==> src/rtl/cic_pkg.sv <==
package cic_pkg;
   typedef enum logic [1:0] {
      CIC_W_PEND = 2'd0,
      CIC_W_CLR  = 2'd1,
      CIC_W_SET  = 2'd2,
      CIC_W_NONE = 2'd3
   } cic_word_e;
endpackage

==> src/rtl/cic_pending_reg.sv <==
module cic_pending_reg #(
   parameter int unsigned DATA_W    = 32,
   parameter int unsigned SOFT_LO   = 17,
   parameter int unsigned TIMER_BIT = 14,
   parameter int unsigned BCAST_BIT = 15
) (
   input  logic              clk,
   input  logic              rst_n,
   input  logic [DATA_W-1:0] set_req,
   input  logic [DATA_W-1:0] clr_req,
   input  logic              timer_in,
   input  logic              bcast_in,
   output logic [DATA_W-1:0] pend_q
);
   localparam logic [DATA_W-1:0] SOFT_MASK =
      {{(DATA_W-SOFT_LO){1'b1}}, {SOFT_LO{1'b0}}};

   logic              bcast_q;
   logic              bcast_rise;
   logic              bcast_fall;
   logic              b15_d;
   logic [DATA_W-1:0] soft_d;
   logic [DATA_W-1:0] pend_d;

   assign bcast_rise = bcast_in & ~bcast_q;
   assign bcast_fall = ~bcast_in & bcast_q;

   // set dominates clear on a soft bit
   assign soft_d = (pend_q & SOFT_MASK & ~clr_req) | (set_req & SOFT_MASK);

   always_comb begin
      if (bcast_rise)            b15_d = 1'b1;
      else if (bcast_fall)       b15_d = 1'b0;
      else if (clr_req[BCAST_BIT]) b15_d = 1'b0;
      else                       b15_d = pend_q[BCAST_BIT];
   end

   always_comb begin
      pend_d            = soft_d;
      pend_d[BCAST_BIT] = b15_d;
      pend_d[TIMER_BIT] = timer_in;
   end

   always_ff @(posedge clk or negedge rst_n) begin
      if (!rst_n) begin
         pend_q  <= '0;
         bcast_q <= 1'b0;
      end else begin
         pend_q  <= pend_d;
         bcast_q <= bcast_in;
      end
   end
endmodule

==> src/rtl/cic_level_merge.sv <==
module cic_level_merge #(
   parameter int unsigned DATA_W    = 32,
   parameter int unsigned LVL_N     = 16,
   parameter int unsigned TIMER_BIT = 14,
   parameter int unsigned BCAST_BIT = 15
) (
   input  logic [DATA_W-1:0] pend,
   input  logic [LVL_N-1:0]  hard_lvl,
   output logic [LVL_N-1:0]  lvl_vec
);
   localparam logic [LVL_N-1:0] LOCAL_MASK =
      LVL_N'((64'd1 << TIMER_BIT) | (64'd1 << BCAST_BIT));
   localparam logic [LVL_N-1:0] NO_ZERO = ~LVL_N'(1);

   logic [LVL_N-1:0] soft_lvl;
   logic [LVL_N-1:0] raw_lvl;

   assign soft_lvl = pend[DATA_W-1 -: LVL_N];
   assign raw_lvl  = hard_lvl | (pend[LVL_N-1:0] & LOCAL_MASK) | soft_lvl;
   assign lvl_vec  = raw_lvl & NO_ZERO;
endmodule

==> src/rtl/cic_line_drive.sv <==
module cic_line_drive #(
   parameter int unsigned LVL_N = 16
) (
   input  logic             clk,
   input  logic             rst_n,
   input  logic [LVL_N-1:0] lvl_vec,
   output logic [LVL_N-1:0] lvl_req
);
   for (genvar g = 0; g < LVL_N; g++) begin : g_line
      always_ff @(posedge clk or negedge rst_n) begin
         if (!rst_n)                   lvl_req[g] <= 1'b0;
         else if (lvl_req[g] != lvl_vec[g]) lvl_req[g] <= lvl_vec[g];
      end
   end
endmodule

==> src/rtl/cpu_irq_combiner.sv <==
module cpu_irq_combiner #(
   parameter int unsigned DATA_W    = 32,
   parameter int unsigned LVL_N     = 16,
   parameter int unsigned TIMER_BIT = 14,
   parameter int unsigned BCAST_BIT = 15,
   parameter int unsigned ADDR_W    = 2
) (
   input  logic              clk,
   input  logic              rst_n,
   input  logic              bus_wr,
   input  logic [ADDR_W-1:0] bus_addr,
   input  logic [DATA_W-1:0] bus_wdata,
   output logic [DATA_W-1:0] bus_rdata,
   input  logic              timer_in,
   input  logic              bcast15_in,
   input  logic [LVL_N-1:0]  hard_lvl,
   output logic [LVL_N-1:0]  lvl_req
);
   import cic_pkg::*;

   localparam int unsigned SOFT_LO = LVL_N + 1;

   if (DATA_W != 2 * LVL_N) begin : g_bad_width
      $error("DATA_W must be twice LVL_N");
   end
   if (TIMER_BIT >= LVL_N || BCAST_BIT >= LVL_N || TIMER_BIT == BCAST_BIT) begin : g_bad_bits
      $error("timer and broadcast bits must be distinct levels");
   end
   if (ADDR_W != 2) begin : g_bad_addr
      $error("ADDR_W must be 2");
   end

   cic_word_e         word;
   logic [DATA_W-1:0] set_req;
   logic [DATA_W-1:0] clr_req;
   logic [DATA_W-1:0] pend_q;
   logic [LVL_N-1:0]  lvl_vec;

   assign word    = cic_word_e'(bus_addr);
   assign set_req = (bus_wr && word == CIC_W_SET) ? bus_wdata : '0;
   assign clr_req = (bus_wr && word == CIC_W_CLR) ? bus_wdata : '0;
   assign bus_rdata = (word == CIC_W_PEND) ? pend_q : '0;

   cic_pending_reg #(
      .DATA_W(DATA_W), .SOFT_LO(SOFT_LO),
      .TIMER_BIT(TIMER_BIT), .BCAST_BIT(BCAST_BIT)
   ) u_pend (
      .clk(clk), .rst_n(rst_n), .set_req(set_req), .clr_req(clr_req),
      .timer_in(timer_in), .bcast_in(bcast15_in), .pend_q(pend_q)
   );

   cic_level_merge #(
      .DATA_W(DATA_W), .LVL_N(LVL_N),
      .TIMER_BIT(TIMER_BIT), .BCAST_BIT(BCAST_BIT)
   ) u_merge (
      .pend(pend_q), .hard_lvl(hard_lvl), .lvl_vec(lvl_vec)
   );

   cic_line_drive #(.LVL_N(LVL_N)) u_lines (
      .clk(clk), .rst_n(rst_n), .lvl_vec(lvl_vec), .lvl_req(lvl_req)
   );
endmodule

==> config.mk <==
export PLATFORM = sky130hd
export DESIGN_NAME = cpu_irq_combiner
export DESIGN_NICKNAME = d
export VERILOG_FILES = /design/src/rtl/cic_pkg.sv /design/src/rtl/cic_pending_reg.sv /design/src/rtl/cic_level_merge.sv /design/src/rtl/cic_line_drive.sv /design/src/rtl/cpu_irq_combiner.sv
export SDC_FILE = /design/constraint.sdc
export NUM_CORES = 1
export LEC_CHECK = 0
export ABC_AREA = 1
export BUFFER_PORTS_ARGS = -buffer_cell sky130_fd_sc_hd__buf_2
export CAP_MARGIN = 20
export CORE_UTILIZATION = 30
export DETAILED_ROUTE_END_ITERATION = 16
export GPL_TIMING_DRIVEN = 0
export PLACE_DENSITY = 0.7
export REMOVE_ABC_BUFFERS = 1
export SLEW_MARGIN = 20
export SYNTH_ARGS = -nofsm -noshare
export SYNTH_HDL_FRONTEND = slang
export SYNTH_SLANG_ARGS = --single-unit
==> constraint.sdc <==
create_clock -name clk -period 1.3 [get_ports clk]
set_clock_uncertainty 0.1 [all_clocks]
set_input_delay 0.26 -clock clk [delete_from_list [all_inputs] [get_ports clk]]
set_output_delay 0.26 -clock clk [all_outputs]
set_load 0.05 [all_outputs]
==> impl_metrics.tcl, run 1 <==
set metrics [dict create \
    max_slew_margin_pct 62.5 \
    place.port_buffers 69 \
    synth_cells 180 \
    synth_top_area_share_pct 47.6 \
    grt-ovfl-total 0 \
    powerDensity_mw_per_mm2 1350 \
    clock_latency_ns 0.28 \
    cts_buffers 5 \
    via_count 1513 \
    fin_crit_ns 1.34 \
    worst_setup_path_start_kind "register" \
    start_util_pct 31.3 \
    grt_start_max_net_pins 34 \
    synth_seq_cells 33 \
    maxSlewViolCount 0 \
    wire_per_inst_um 12.4 \
    pre_cts_slack_ns -0.391 \
    vias_per_cell 4.34 \
    synthToLayoutAreaGrowth_pct 43.7 \
    period_share_pct 103 \
    grt.total_usage_pct 14.5 \
    final_util_pct 45.0 \
    whs_ns 0.0621 \
    cts_tree "yes" \
    clk_pin_slew_ns 0.07 \
    min_path_type "input pin to register" \
    drtAntennaViolNets 0 \
    avgSynthCellArea_um2 9.64 \
    synth_top_area_cell "dfrtp_1" \
    drv_cap 0 \
    layout_setup_ws_ns -0.0394 \
    required_ns 0.94 \
    synth.distinct_cells 18 \
    row_count 27 \
    cp_max_fo 2 \
    finalSetupViolCount 6 \
    h-tree-depth 2 \
    grt_antenna_before_repair 0 \
    wirelength_mm 4.31 \
    crit_type "register to output pin" \
    first_iter_violations 45 \
    worst_pin_slew_ns 0.562 \
    netlist_area_mm2 0.00174 \
    gp_congestion 0.656 \
    post_dp_cell_area_mm2 0.00200 \
    violations "negative setup slack" \
    first_pass_iters 4 \
    p_leak_nw 1.24 \
    end_kind "output pin" \
    antenna_cells 0 \
    ys_top_cells_by_area "dfrtp_1, nand4_1, buf_4" \
    drc 0 \
    nNetsFinal 331 \
    clk_path_buf_depth 2 \
    rsz0062_at_grt "true" \
    dp_hpwl_mm 2.60 \
    die_y_um 78.1 \
    cts_sinks 33 \
    ys_seq_area_share_pct 47.6 \
    drive_gt1_share_pct 54.9 \
    grt_first_pass_wirelength_mm 6.73 \
    ys_warn_count 0 \
    fp.dieW_um 78.1 \
    grt_pass1_vias 1435 \
    core_mm2 0.00554 \
    root_buffer "clkbuf_8" \
    status "complete, but fails checks" \
    hold_viol_final 0 \
    setup_tns_ns -0.118 \
    nFillCells 553 \
    fin_area_mm2 0.00249 \
    ios 103 \
    ir_drop_mv 0.440 \
    crit_arrival_ns 0.98 \
    fp.dieArea_mm2 0.00609 \
    clock.fmax_mhz 747 \
]
==> worst max-delay path, stage by stage, from the launching register on <==
cell and delay (ns):
dfrtp_1 0.35, inv_1 0.05, nor2_1 0.13, buf_6 0.17
==> routing by layer <==
layer | up-vias | part of all wire [%] | routed length [µm] | global-route usage, %
met2 | 60 | 50 | 2160 | 24.8
met1 | 710 | 43 | 1860 | 17.8
li1 | 739 | - | - | -
met5 | - | 0 | 0 | 0
met4 | 0 | 0.72 | 31 | 3.33
met3 | 4 | 6.1 | 264 | 4.53
==> synthesized netlist by cell type <==
master,n
inv_8,1
dfrtp_1,33
nand4_1,31
buf_12,1
nand2_8,1
nor2_1,9
buf_4,19
inv_1,18
clkbuf_8,1
buf_2,1
nand2_1,34
conb_1,1
inv_12,1
a21oi_1,1
buf_6,3
buf_8,1
or2_2,14
nor2_4,10
==> final cells by class <==
type,instances,area (µm²),area share [%]
Clock buffer,7,96.3,3.86
Clock inverter,1,5.00,0.201
Inverter,20,100,4.01
Multi-Input combinational cell,117,673,27.0
Sequential cell,33,826,33.1
Tap cell,72,90.1,3.61
Timing Repair Buffer,99,703,28.2
==> flip-flops by register name, indices dropped and copies added, names as in the netlist <==
| name | flops |
|---|---|
| u_pend.bcast_q | 1 |
| u_lines.lvl_req | 15 |
| u_pend.pend_q | 17 |
==> path summary, 6_finish.rpt <==
check | startpoint | to | slack, ns | cells past startpoint
hold / removal | hard_lvl[13] | u_lines.lvl_req[13] | 0.06 | 2
min in group asynchronous | rst_n | u_pend.pend_q[30] | 0.40 | 2
setup reg to reg | u_pend.pend_q[18] | u_lines.lvl_req[2] | 0.16 | 3
setup / recovery | u_pend.pend_q[14] | bus_rdata[14] | -0.04 | 3
hold reg to reg | u_pend.pend_q[14] | u_lines.lvl_req[14] | 0.38 | 2
max in group asynchronous | rst_n | u_lines.lvl_req[2] | 0.36 | 2
==> report_power, final <==
group          switching, mW  internal [mW]  total (mW)  leakage, nW
clock                  0.384          0.479       0.863       0.0542
sequential            0.0801           1.18        1.26        0.366
combinational          0.794          0.448        1.24        0.816
total                   1.26           2.10        3.36         1.24
==> kinds of logic (layout without fill, tap and decap cells) <==
| kind of cell | after synthesis | after routing | share of synthesized area [%] |
|---|---|---|---|
| DFF | 33 | 33 | 47.6 |
| and+or+nand+nor | 99 | 100 | 33.2 |
| other | 1 | 16 | 0.216 |
| AOI/OAI and AO/OA | 1 | 1 | 0.288 |
| buffers and inverters | 46 | 127 | 18.7 |
==> metrics by stage <==
stage               std cells  power [mW]
global placement          310        2.20
CTS                       338        3.29
detailed placement        310        2.22
finish                    349        3.36
floorplan                 169        1.96
global route              349        3.54
==> placed cells by master, fill, tap and decap left out, drive strengths merged, types with 3 or more instances in the layout <==
cell type,count
nand2,36
conb,16
buf,95
dlygate4sd3,3
clkbuf,8
nand4,31
inv,20
nor2,19
or2,14
dfrtp,33
==> what timing repair did <==
action / in CTS / in global routing
pin swaps: 12 / 2
cloned: 1 / 0
hold buffers: 2 / 1
endpoints found under the hold margin: 34 / 1
gates resized for setup: 55 / 7
setup endpoints to repair: 17 / 50
setup buffers: 17 / 10
Power figures use the tool's default switching activity.
==> run 2: changes to the inputs <==
- clock period: 1.3 -> 1.6 ns (I/O delays scaled with it)
==> impl_metrics.tcl, run 2 (synthesis results as in run 1) <==
set metrics [dict create \
    cp_max_fo 18 \
    grt_start_max_net_pins 34 \
    drive_gt1_share_pct 42.5 \
    powerDensity_mw_per_mm2 1150 \
    clock_latency_ns 0.28 \
    clkPwrFrac_pct 27.8 \
    synthToLayoutAreaGrowth_pct 25.3 \
    maxSlewViolCount 0 \
    grt_antenna_before_repair 0 \
    antenna_cells 0 \
    grt_pass1_vias 1312 \
    max_slew_margin_pct 49.3 \
    seqCellArea_um2 826 \
    grt-ovfl-total 0 \
    largest_reg_flops 17 \
    p_leak_nw 1.10 \
    clk_pin_slew_ns 0.07 \
    r2r-start "u_pend.pend_q[29]" \
    rsz0062_at_grt "false" \
    nFillCells 580 \
    p_comb_share_pct 31.5 \
    h-tree-depth 2 \
    grt_first_pass_wirelength_mm 6.31 \
    final_common_cell "buf_2" \
    mostFrequentLayoutCells "buf_2, nand2_1, dfrtp_1" \
    cts_tree "yes" \
    wire_per_inst_um 12.1 \
    wirelength_mm 3.87 \
    end_kind "output pin" \
    core_mm2 0.00554 \
    worst_pin_slew_ns 0.761 \
    start_util_pct 31.3 \
    vias_per_cell 4.39 \
    clock.fmax_mhz 656 \
    top_register "u_pend.pend_q" \
    multiInputGateArea_um2 661 \
    top_regs "u_pend.pend_q (17), u_lines.lvl_req (15), u_pend.bcast_q (1)" \
    fp.dieArea_mm2 0.00609 \
    p_int_mw 1.55 \
    p_switching_uw 950 \
    crit_type "input pin to output pin" \
    ios 103 \
    die_y_um 78.1 \
    p_seq_share_pct 40.7 \
    dp_hpwl_mm 2.60 \
    post_cts_buffers 0 \
    nNetsFinal 301 \
    first_iter_violations 64 \
    crit_arrival_ns 1.11 \
    worstReg2RegEnd "u_lines.lvl_req[13]" \
    whs_ns 0.00880 \
    drtAntennaViolNets 0 \
    grt.total_usage_pct 13.6 \
    ir_drop_mv 0.375 \
    drc 0 \
    required_ns 1.18 \
    place.port_buffers 69 \
    row_count 27 \
    clk_path_buf_depth 2 \
    swShare_pct 38.0 \
    status "completed" \
    cts_sinks 33 \
    r2r_setup_slack_ns 0.69 \
    via_count 1399 \
    fin_area_mm2 0.00217 \
    drv_cap 0 \
    gp_congestion 0.656 \
    min_path_type "input pin to async pin" \
    pre_cts_slack_ns -0.211 \
    hold_viol_final 0 \
    worst_setup_path_start_kind "input pin" \
    fp.dieW_um 78.1 \
    cts_buffers 5 \
    ff2ff_path_depth 1 \
    layout_setup_ws_ns 0.0746 \
    first_pass_iters 4 \
    post_dp_cell_area_mm2 0.00200 \
    root_buffer "clkbuf_8" \
    period_share_pct 95.3 \
    fin_crit_ns 1.53 \
    finalSetupViolCount 0 \
]
==> run 2: cell count changes in the layout (fill, tap and decap cells not counted), sizes merged <==
| cell | before | now |
|---|---|---|
| inv | 20 | 19 |
| clkbuf | 8 | 7 |
| clkinv | 1 | 2 |
| buf | 95 | 69 |
| dlygate4sd3 | 3 | 0 |
==> run 2: cell type report <==
cell class              instances  area share (%)
flip-flops and latches         33            38.0
multi-input cells             117            30.4
clock buffers                   7            4.43
inverters                      20            4.60
repair buffers                 69            18.2
clock inverters                 1           0.230
well taps                      72            4.14
==> run 2: power groups by stage <==
stage	sequential [mW]	clock, mW	combinational [mW]
6_report	1.02	0.695	0.789
5_1_grt	1.04	0.765	0.843
4_1_cts	1.02	0.724	0.796
3_5_place_dp	1.04	0	0.767
3_3_place_gp	1.03	0	0.753
2_1_floorplan	1.18	0	0.407
==> run 2: worst max-delay path by stage <==
stage / cells past startpoint / start / to
after floorplan: 3 / bus_addr[0] / bus_rdata[14]
after CTS: 5 / bus_addr[0] / bus_rdata[20]
after detailed placement: 5 / bus_addr[0] / bus_rdata[30]
after global routing: 5 / bus_addr[1] / bus_rdata[22]
after global placement: 5 / bus_addr[0] / bus_rdata[30]
final: 5 / bus_addr[1] / bus_rdata[20]
==> run 2: worst max-delay path: stages <==
cell and delay [ns]:
buf_4 0.20, inv_12 0.15, nand2_8 0.13, nor2_4 0.10, buf_4 0.19
==> run 2: repair_timing <==
item | 4_1_cts | 5_1_grt
hold buffers | 0 | 0
setup endpoints to repair | 17 | 3
cloned | 1 | 0
pin swaps | 1 | 0
resized for setup | 20 | 2
==> run 2: per-stage QoR <==
stage          total power [mW]  util (%)  cells  TNS, ns
2_1_floorplan              1.59         -    169   -0.270
3_3_place_gp               1.79      36.0    310    -2.97
3_5_place_dp               1.80      36.0    310    -3.19
4_1_cts                    2.54      39.1    319        0
5_1_grt                    2.65      39.3    319        0
6_report                   2.50      39.3    319        0
==> run 2: per-layer routing <==
| metal | track usage (%) | vias up | share of wire, % |
|---|---|---|---|
| met4 | 3.33 | 0 | 0.75 |
| met2 | 23.0 | 65 | 49 |
| met5 | 0 | - | 0 |
| met1 | 16.6 | 652 | 43 |
| met3 | 4.65 | 4 | 7.9 |
| li1 | - | 678 | - |
